==> config.mk <==
export PLATFORM = sky130hd
export DESIGN_NAME = mm_uart
export DESIGN_NICKNAME = d
export VERILOG_FILES = /design/src/rtl/muart_pkg.sv /design/src/rtl/muart_fifo.sv /design/src/rtl/muart_tx_ser.sv /design/src/rtl/muart_rx_des.sv /design/src/rtl/mm_uart.sv
export SDC_FILE = /design/constraint.sdc
export NUM_CORES = 1
export LEC_CHECK = 0
export ABC_AREA = 1
export BUFFER_PORTS_ARGS = -buffer_cell sky130_fd_sc_hd__buf_2
export CAP_MARGIN = 20
export CORE_MARGIN = 2
export CORE_UTILIZATION = 29
export CTS_CLUSTER_SIZE = 40
export DETAILED_ROUTE_END_ITERATION = 8
export PLACE_DENSITY = 0.43
export SLEW_MARGIN = 20
export SYNTH_ARGS = -nofsm -noshare
export SYNTH_HDL_FRONTEND = slang
export SYNTH_SLANG_ARGS = --single-unit
==> constraint.sdc <==
create_clock -name clk -period 8.5 [get_ports clk]
set_input_delay 0.425 -clock clk [delete_from_list [all_inputs] [get_ports clk]]
set_output_delay 0.425 -clock clk [all_outputs]
set_load 0.03 [all_outputs]
==> src/rtl/muart_pkg.sv <==
package muart_pkg;

    localparam int unsigned UART_AW = 9;
    localparam int unsigned PER_W   = 16;

    // register window (software decodes these offsets)
    localparam logic [UART_AW-1:0] OFS_MODE1  = 9'h000;
    localparam logic [UART_AW-1:0] OFS_MODE2  = 9'h004;
    localparam logic [UART_AW-1:0] OFS_PACK   = 9'h03C;
    localparam logic [UART_AW-1:0] OFS_CLKSEL = 9'h0A0;
    localparam logic [UART_AW-1:0] OFS_STAT   = 9'h0A4;
    localparam logic [UART_AW-1:0] OFS_CMD    = 9'h0A8;
    localparam logic [UART_AW-1:0] OFS_TXQ    = 9'h100;
    localparam logic [UART_AW-1:0] OFS_RXQ    = 9'h140;

    localparam int unsigned PK_TX_SINGLE = 4;
    localparam int unsigned PK_RX_SINGLE = 5;
    localparam int unsigned CMD_RX_EN    = 0;
    localparam int unsigned CMD_TX_EN    = 2;

    typedef enum logic [2:0] {
        CMD_NOP    = 3'd0,
        CMD_RST_RX = 3'd1,
        CMD_RST_TX = 3'd2
    } cmd_code_e;

    typedef enum logic [1:0] {
        RXS_IDLE,
        RXS_START,
        RXS_DATA,
        RXS_STOP
    } rx_state_e;

    typedef struct packed {
        logic       brk;
        logic       frm;
        logic [7:0] data;
    } rx_char_t;

    typedef struct packed {
        logic        single;
        logic [31:0] word;
    } tx_entry_t;

    typedef struct packed {
        logic tx_ovr;
        logic rx_ovf;
        logic tx_quiet;
        logic tx_room;
        logic rsvd;
        logic rx_avail;
    } status_t;

    function automatic logic [PER_W-1:0] bit_period(input logic [3:0] sel,
                                                    input int unsigned ovs);
        return PER_W'(ovs * (32'(sel) + 32'd1));
    endfunction

    function automatic logic [7:0] pick_byte(input logic [31:0] w, input logic [1:0] idx);
        case (idx)
            2'd0:    return w[7:0];
            2'd1:    return w[15:8];
            2'd2:    return w[23:16];
            default: return w[31:24];
        endcase
    endfunction

    function automatic logic [31:0] rx_single_word(input rx_char_t c);
        return {22'd0, c.brk, c.frm, c.data};
    endfunction

endpackage

==> src/rtl/muart_fifo.sv <==
module muart_fifo #(
    parameter int unsigned W     = 32,
    parameter int unsigned DEPTH = 16,
    localparam int unsigned PW   = (DEPTH > 1) ? $clog2(DEPTH) : 1,
    localparam int unsigned CW   = $clog2(DEPTH + 1)
) (
    input  logic          clk,
    input  logic          rst,
    input  logic          clr,
    input  logic          push,
    input  logic [W-1:0]  din,
    input  logic          pop,
    output logic [W-1:0]  dout,
    output logic          full,
    output logic          empty,
    output logic [CW-1:0] count
);
    logic [W-1:0]  mem [DEPTH];
    logic [PW-1:0] wr_ptr, rd_ptr;
    logic          do_push, do_pop;

    assign full    = (count == CW'(DEPTH));
    assign empty   = (count == '0);
    assign do_push = push && !full;
    assign do_pop  = pop && !empty;
    assign dout    = mem[rd_ptr];

    function automatic logic [PW-1:0] nxt(input logic [PW-1:0] p);
        return (p == PW'(DEPTH - 1)) ? '0 : p + 1'b1;
    endfunction

    always_ff @(posedge clk) begin
        if (do_push && !(rst || clr)) mem[wr_ptr] <= din;
    end

    always_ff @(posedge clk) begin
        if (rst || clr) begin
            wr_ptr <= '0;
            rd_ptr <= '0;
            count  <= '0;
        end else begin
            if (do_push) wr_ptr <= nxt(wr_ptr);
            if (do_pop)  rd_ptr <= nxt(rd_ptr);
            case ({do_push, do_pop})
                2'b10:   count <= count + 1'b1;
                2'b01:   count <= count - 1'b1;
                default: count <= count;
            endcase
        end
    end
endmodule

==> src/rtl/muart_tx_ser.sv <==
module muart_tx_ser
    import muart_pkg::*;
(
    input  logic             clk,
    input  logic             rst,
    input  logic [PER_W-1:0] period,
    input  logic             load,
    input  logic [7:0]       din,
    output logic             busy,
    output logic             txd
);
    logic [9:0]       frame_q;
    logic [3:0]       nbit_q;
    logic [PER_W-1:0] cnt_q;

    assign txd = busy ? frame_q[0] : 1'b1;

    always_ff @(posedge clk) begin
        if (rst) begin
            busy    <= 1'b0;
            frame_q <= '1;
            nbit_q  <= '0;
            cnt_q   <= '0;
        end else if (!busy) begin
            if (load) begin
                frame_q <= {1'b1, din, 1'b0};
                busy    <= 1'b1;
                nbit_q  <= '0;
                cnt_q   <= '0;
            end
        end else if (cnt_q == period - 1'b1) begin
            cnt_q   <= '0;
            frame_q <= {1'b1, frame_q[9:1]};
            if (nbit_q == 4'd9) busy <= 1'b0;
            else                nbit_q <= nbit_q + 1'b1;
        end else begin
            cnt_q <= cnt_q + 1'b1;
        end
    end
endmodule

==> src/rtl/muart_rx_des.sv <==
module muart_rx_des
    import muart_pkg::*;
(
    input  logic             clk,
    input  logic             rst,
    input  logic             en,
    input  logic [PER_W-1:0] period,
    input  logic             rxd,
    output logic             valid,
    output rx_char_t         chr
);
    logic [1:0]       sync_q;
    logic             line;
    rx_state_e        state_q;
    logic [PER_W-1:0] cnt_q;
    logic [2:0]       nbit_q;
    logic [7:0]       shift_q;
    logic [PER_W-1:0] half;

    assign line = sync_q[1];
    assign half = period >> 1;

    always_ff @(posedge clk) begin
        if (rst) sync_q <= 2'b11;
        else     sync_q <= {sync_q[0], rxd};
    end

    always_ff @(posedge clk) begin
        if (rst) begin
            state_q <= RXS_IDLE;
            cnt_q   <= '0;
            nbit_q  <= '0;
            shift_q <= '0;
            valid   <= 1'b0;
            chr     <= '0;
        end else begin
            valid <= 1'b0;
            case (state_q)
                RXS_IDLE: begin
                    cnt_q <= '0;
                    if (en && !line) state_q <= RXS_START;
                end
                RXS_START: begin
                    if (cnt_q == half - 1'b1) begin
                        cnt_q   <= '0;
                        nbit_q  <= '0;
                        state_q <= line ? RXS_IDLE : RXS_DATA;
                    end else begin
                        cnt_q <= cnt_q + 1'b1;
                    end
                end
                RXS_DATA: begin
                    if (cnt_q == period - 1'b1) begin
                        cnt_q   <= '0;
                        shift_q <= {line, shift_q[7:1]};
                        if (nbit_q == 3'd7) state_q <= RXS_STOP;
                        else                nbit_q  <= nbit_q + 1'b1;
                    end else begin
                        cnt_q <= cnt_q + 1'b1;
                    end
                end
                default: begin
                    if (cnt_q == period - 1'b1) begin
                        cnt_q    <= '0;
                        valid    <= 1'b1;
                        chr.data <= shift_q;
                        chr.frm  <= !line;
                        chr.brk  <= !line && (shift_q == 8'h00);
                        state_q  <= RXS_IDLE;
                    end else begin
                        cnt_q <= cnt_q + 1'b1;
                    end
                end
            endcase
        end
    end
endmodule

==> src/rtl/mm_uart.sv <==
module mm_uart
    import muart_pkg::*;
#(
    parameter int unsigned DEPTH = 16,
    parameter int unsigned OVS   = 16,
    localparam int unsigned CW   = $clog2(DEPTH + 1)
) (
    input  logic               clk,
    input  logic               rst,
    input  logic [UART_AW-1:0] bus_addr,
    input  logic               bus_wr,
    input  logic               bus_rd,
    input  logic [31:0]        bus_wdata,
    output logic [31:0]        bus_rdata,
    output logic               txd,
    input  logic               rxd
);
    logic [7:0] mode1_q, mode2_q, pack_q, clksel_q;
    logic       rx_en_q, tx_en_q;
    logic       rx_ovf_q, tx_ovr_q;

    logic       cmd_wr, rx_clr, tx_clr;
    logic       tx_single, rx_single;
    cmd_code_e  cmd_code;

    assign cmd_wr    = bus_wr && (bus_addr == OFS_CMD);
    assign cmd_code  = cmd_code_e'(bus_wdata[6:4]);
    assign rx_clr    = cmd_wr && (cmd_code == CMD_RST_RX);
    assign tx_clr    = cmd_wr && (cmd_code == CMD_RST_TX);
    assign tx_single = pack_q[PK_TX_SINGLE];
    assign rx_single = pack_q[PK_RX_SINGLE];

    // ---------------- configuration registers ----------------
    always_ff @(posedge clk) begin
        if (rst) begin
            mode1_q  <= 8'h00;
            mode2_q  <= 8'h34;
            pack_q   <= 8'h00;
            clksel_q <= 8'h00;
            rx_en_q  <= 1'b0;
            tx_en_q  <= 1'b0;
        end else if (bus_wr) begin
            case (bus_addr)
                OFS_MODE1:  mode1_q  <= bus_wdata[7:0];
                OFS_MODE2:  mode2_q  <= bus_wdata[7:0];
                OFS_PACK:   pack_q   <= bus_wdata[7:0];
                OFS_CLKSEL: clksel_q <= bus_wdata[7:0];
                OFS_CMD: begin
                    if (bus_wdata[CMD_RX_EN]) rx_en_q <= 1'b1;
                    if (bus_wdata[CMD_TX_EN]) tx_en_q <= 1'b1;
                end
                default: ;
            endcase
        end
    end

    // ---------------- transmit path ----------------
    tx_entry_t       txq_din, txq_dout;
    logic            txq_full, txq_empty, txq_push, txq_pop, tx_drop;
    logic [CW-1:0]   txq_cnt;
    logic [1:0]      tx_idx_q;
    logic            tx_last, tx_load, tx_busy;
    logic            tx_quiet;

    assign txq_push = bus_wr && (bus_addr == OFS_TXQ);
    assign tx_drop  = txq_push && txq_full;
    assign txq_din  = '{single: tx_single, word: bus_wdata};
    assign tx_last  = txq_dout.single || (tx_idx_q == 2'd3);
    assign tx_load  = tx_en_q && !txq_empty && !tx_busy && !tx_clr;
    assign txq_pop  = tx_load && tx_last;
    assign tx_quiet = txq_empty && !tx_busy;

    muart_fifo #(.W($bits(tx_entry_t)), .DEPTH(DEPTH)) u_txq (
        .clk   (clk),
        .rst   (rst),
        .clr   (tx_clr),
        .push  (txq_push),
        .din   (txq_din),
        .pop   (txq_pop),
        .dout  (txq_dout),
        .full  (txq_full),
        .empty (txq_empty),
        .count (txq_cnt)
    );

    always_ff @(posedge clk) begin
        if (rst || tx_clr)  tx_idx_q <= '0;
        else if (tx_load)   tx_idx_q <= tx_last ? 2'd0 : tx_idx_q + 1'b1;
    end

    muart_tx_ser u_tx (
        .clk    (clk),
        .rst    (rst || tx_clr),
        .period (bit_period(clksel_q[3:0], OVS)),
        .load   (tx_load),
        .din    (pick_byte(txq_dout.word, tx_idx_q)),
        .busy   (tx_busy),
        .txd    (txd)
    );

    // ---------------- receive path ----------------
    logic            des_valid;
    rx_char_t        des_chr;
    logic [23:0]     asm_q;
    logic [1:0]      asm_k_q;
    logic            rx_push, rxq_push, rx_drop, rxq_pop;
    logic [31:0]     rx_din, rxq_dout;
    logic            rxq_full, rxq_empty;
    logic [CW-1:0]   rxq_cnt;

    muart_rx_des u_rx (
        .clk    (clk),
        .rst    (rst || rx_clr),
        .en     (rx_en_q),
        .period (bit_period(clksel_q[7:4], OVS)),
        .rxd    (rxd),
        .valid  (des_valid),
        .chr    (des_chr)
    );

    always_comb begin
        rx_push = 1'b0;
        rx_din  = '0;
        if (des_valid) begin
            if (rx_single) begin
                rx_push = 1'b1;
                rx_din  = rx_single_word(des_chr);
            end else if (asm_k_q == 2'd3) begin
                rx_push = 1'b1;
                rx_din  = {des_chr.data, asm_q};
            end
        end
    end

    always_ff @(posedge clk) begin
        if (rst || rx_clr) begin
            asm_q   <= '0;
            asm_k_q <= '0;
        end else if (des_valid && !rx_single) begin
            if (asm_k_q == 2'd3) begin
                asm_k_q <= '0;
            end else begin
                asm_q   <= {des_chr.data, asm_q[23:8]};
                asm_k_q <= asm_k_q + 1'b1;
            end
        end
    end

    assign rxq_push = rx_push && !rxq_full;
    assign rx_drop  = rx_push && rxq_full;
    assign rxq_pop  = bus_rd && (bus_addr == OFS_RXQ) && !rxq_empty;

    muart_fifo #(.W(32), .DEPTH(DEPTH)) u_rxq (
        .clk   (clk),
        .rst   (rst),
        .clr   (rx_clr),
        .push  (rxq_push),
        .din   (rx_din),
        .pop   (rxq_pop),
        .dout  (rxq_dout),
        .full  (rxq_full),
        .empty (rxq_empty),
        .count (rxq_cnt)
    );

    // ---------------- sticky loss flags ----------------
    always_ff @(posedge clk) begin
        if (rst || rx_clr) begin
            rx_ovf_q <= 1'b0;
            tx_ovr_q <= 1'b0;
        end else begin
            if (rx_drop) rx_ovf_q <= 1'b1;
            if (tx_drop) tx_ovr_q <= 1'b1;
        end
    end

    // ---------------- read path ----------------
    status_t stat;
    assign stat = '{tx_ovr: tx_ovr_q, rx_ovf: rx_ovf_q, tx_quiet: tx_quiet,
                    tx_room: !txq_full, rsvd: 1'b0, rx_avail: !rxq_empty};

    always_ff @(posedge clk) begin
        if (rst) begin
            bus_rdata <= '0;
        end else if (bus_rd) begin
            case (bus_addr)
                OFS_MODE1:  bus_rdata <= {24'd0, mode1_q};
                OFS_MODE2:  bus_rdata <= {24'd0, mode2_q};
                OFS_PACK:   bus_rdata <= {24'd0, pack_q};
                OFS_CLKSEL: bus_rdata <= {24'd0, clksel_q};
                OFS_STAT:   bus_rdata <= {26'd0, stat};
                OFS_RXQ:    bus_rdata <= rxq_empty ? 32'd0 : rxq_dout;
                default:    bus_rdata <= '0;
            endcase
        end
    end
endmodule

==> flow_summary_export.csv <==
group,metric,value,unit
clock_tree,postCtsSetupBuffers,0,
timing,slew_headroom,29.2,%
synthesis,synth-seq-cells,1242,
drt,vias_per_cell,4.83,
drt,drt_iter0_drc,2196,
placement,port_buffers,78,
grt,grt_overflow,0,
power,p_per_area,216,nW/µm²
synthesis,syn_area_per_cell,11.7,µm²
drt,dr.pass1.iters,5,
layout,antenna_cells,0,
synthesis,ys_top_cells_by_area,"edfxtp_1 62%, dfxtp_1 8.0%, nor2_1 5.7%, o21ai_0 5.0%, nand2_1 3.2%",
grt,antenna_found_initial,4,
timing,drv_slew,0,
floorplan,rows,153,
synthesis,synth-adder-area-share,0.919,%
floorplan,fp.dieW,422,µm
worst_setup_path,end_kind,"register",
synthesis,synth_most_common_cell,"edfxtp_1",
run_status,status,"finished clean",
drt,wirelength,146,mm
timing,fin_hold_ws,0.0680,ns
floorplan,die-area,178000,µm²
floorplan,io_pins,79,
worst_setup_path,path_max_fanout,179,
grt,grt_pass1_wl,218,mm
synthesis,synth-simple-area-share,12.3,%
clock_tree,clock_path_buffers,3,
clock_tree,cts_buffers,143,
layout,finalInstanceArea,58500,µm²
drt,num_vias,33026,
clock_tree,cts-root-buf,"clkbuf_16",
run,max_cap_violations,0,
synthesis,yosysSeqAreaShare,69.7,%
clock_tree,insertion_delay,0.77,ns
worst_setup_path,crit_path_start_kind,"register",
timing,fin_worst_skew,0.0329,ns
synthesis,synth_top_area_share,61.7,%
synthesis,synth_compound_area_share,11.4,%
placement,place_inst,6554,
layout,layout.cells.non_filler,6832,
placement,dp_hpwl,81.4,mm
power,total_leakage_power,18.4,nW
worst_hold_path,hold_path.class,"input port to register",
power,peakVddDrop,167,µV
placement,gp_congestion,0.787,
synthesis,synth_top_family_by_area,"simple AND/OR/NAND/NOR gates",
layout,layout.core_utilization,33.7,%
grt,first_global_vias,32676,
worst_setup_path,path_class,"register to register",
synthesis,synthMuxAreaShare,1.60,%
timing,tightest_slew,1.06,ns
synthesis,syn_inst,4322,
clock_tree,clkSlewWorstSetupHoldPaths,0.06,ns
grt,track_usage,16.1,%
timing,finalCritPeriodShare,47.4,%
layout,area.growth.synth_to_final,15.6,%
synthesis,ys_types,48,
drt,drt-wirelength-per-cell,21.4,µm
placement,dpl_cell_area,53900,µm²
synthesis,ys_top_cells_by_count,"1,040 x edfxtp_1, 769 x nor2_1, 503 x o21ai_0",
timing,hold_viol,0,
drt,ant_nets,0,
synthesis,synth_xor_area_share,0.536,%
synthesis,synth_enable_flop_cells,1040,
synthesis,yosys_warnings,0,
timing,rsz0062_at_grt,"no",
timing,setup_violations,0,
worst_setup_path,required,9.15,ns
timing,max_clock_freq,248,MHz
clock_tree,clkSinkCount,1242,
timing,finalSetupTns,0,ns
drt,drc,0,
synthesis,synthesis.area,50600,µm²
floorplan,design.core.area,174000,µm²
floorplan,die_h,422,µm
grt,grt_max_degree,180,
layout,drive_gt1_share,10.2,%
synthesis,ys.flop_type,"edfxtp_1",
floorplan,start_util,29.2,%
timing,min_period,4.03,ns
clock_tree,cts_tree,"yes",
layout,fin_nets,4473,
worst_setup_path,worst_ep_arrival_time,4.69,ns
synthesis,synthArstFlopShare,0,%
clock_tree,h-tree-depth,4,
synthesis,synth_fp_nets,4404,
synthesis,yosysTopAreaCell,"edfxtp_1",
layer usage:
metal	share of wire (%)	GRT usage (%)	wire length, µm	vias up
li1	-	-	-	15769
met1	44	20.8	64500	16493
met2	50	28.0	73000	579
met3	3.4	2.30	5030	185
met4	2.6	4.83	3780	0
met5	0	0	0	-
critical path: stages, from the launching register on:
cell and delay (ns):
dfxtp_4 0.69, buf_12 0.63, a21oi_1 0.16, o21ai_0 0.11, o211ai_1 0.11, nand3_1 0.14, nand3b_1 0.16, nand2_2 0.17
inv_1 0.10, ha_1 0.27, fa_1 0.43, nand2_1 0.08, nand2_1 0.05, a21oi_1 0.14, inv_1 0.07, a21oi_1 0.12
o21ai_0 0.12, o21ai_0 0.17, a21oi_1 0.05
registers in the layout (all words and copies together), names as in the netlist, 8 cells and up, named ones only:
register	count
u_tx.frame_q	9
u_txq.mem	528
u_rxq.mem	512
asm_q	24
mode1_q	8
u_rx.chr	10
pack_q	8
clksel_q	8
bus_rdata	32
u_rx.shift_q	8
u_tx.cnt_q	16
u_rx.cnt_q	16
mode2_q	8
power by group:
| part | switching [mW] | leakage (nW) | internal [mW] | total [mW] |
|---|---|---|---|---|
| Sequential | 0.00973 | 10.6 | 6.56 | 6.57 |
| Combinational | 0.147 | 5.57 | 0.0470 | 0.194 |
| Clock | 2.50 | 2.18 | 3.40 | 5.90 |
cells by family (layout without fill, tap and decap cells):
kind of cell    count (synthesis)  in the layout
simple gates                 1524           1524
flops                        1242           1242
compound gates                985            985
buf+inv                       423            608
mux                            81             81
fa+ha+maj                      36             36
xor+xnor                       31             31
cell usage in the layout (no fill, tap or decap), types with 10 or more instances in the layout:
cell type and count:
a211oi_1 13, a21oi_1 170, buf_2 78, buf_4 80
clkbuf_1 43, clkbuf_16 146, clkinv_1 28, clkinv_2 23
dfxtp_1 194, dlygate4sd3_1 16, edfxtp_1 1040, ha_1 34
inv_1 143, inv_2 14, mux2i_1 81, nand2_1 430
nand2_2 10, nand3_1 221, nand4_1 24, nor2_1 739
nor2_2 12, nor2_4 26, nor3_1 29, o211ai_1 129
o21ai_0 503, o21ai_1 18, o221ai_1 104, o22ai_1 15
o32ai_1 14, xor2_1 24
worst paths after layout:
| path | slack [ns] | end | from | cells past startpoint |
|---|---|---|---|---|
| hold / removal | 0.07 | u_txq.mem[0][13] | bus_wdata[13] | 1 |
| setup reg to reg | 4.47 | u_txq.count[4] | register | 18 |
| hold reg to reg | 0.42 | u_rx.sync_q[1] | u_rx.sync_q[0] | 1 |
| setup / recovery | 4.47 | u_txq.count[4] | register | 18 |
stage by stage:
step,setup WS [ns],power [mW]
after CTS,4.49,12.8
final,4.47,12.7
after floorplan,4.26,6.80
after global placement,4.39,6.88
after global routing,4.16,13.1
after detailed placement,4.30,6.88
cell type report:
class | instances | area (µm²)
multi-input combinational | 2657 | 13800
sequential | 1242 | 35300
clock inverter | 66 | 554
inverter | 163 | 623
timing repair buffer | 184 | 1370
tap | 2325 | 2910
fill | 17407 | 115000
clock buffer | 195 | 3900
timing repair:
action | 4_1_cts | 5_1_grt
hold buffers | 16 | 0
hold endpoints to repair | 165 | 0
gates resized for setup | 0 | 0
Note: power is estimated with default switching activity, not from simulation.
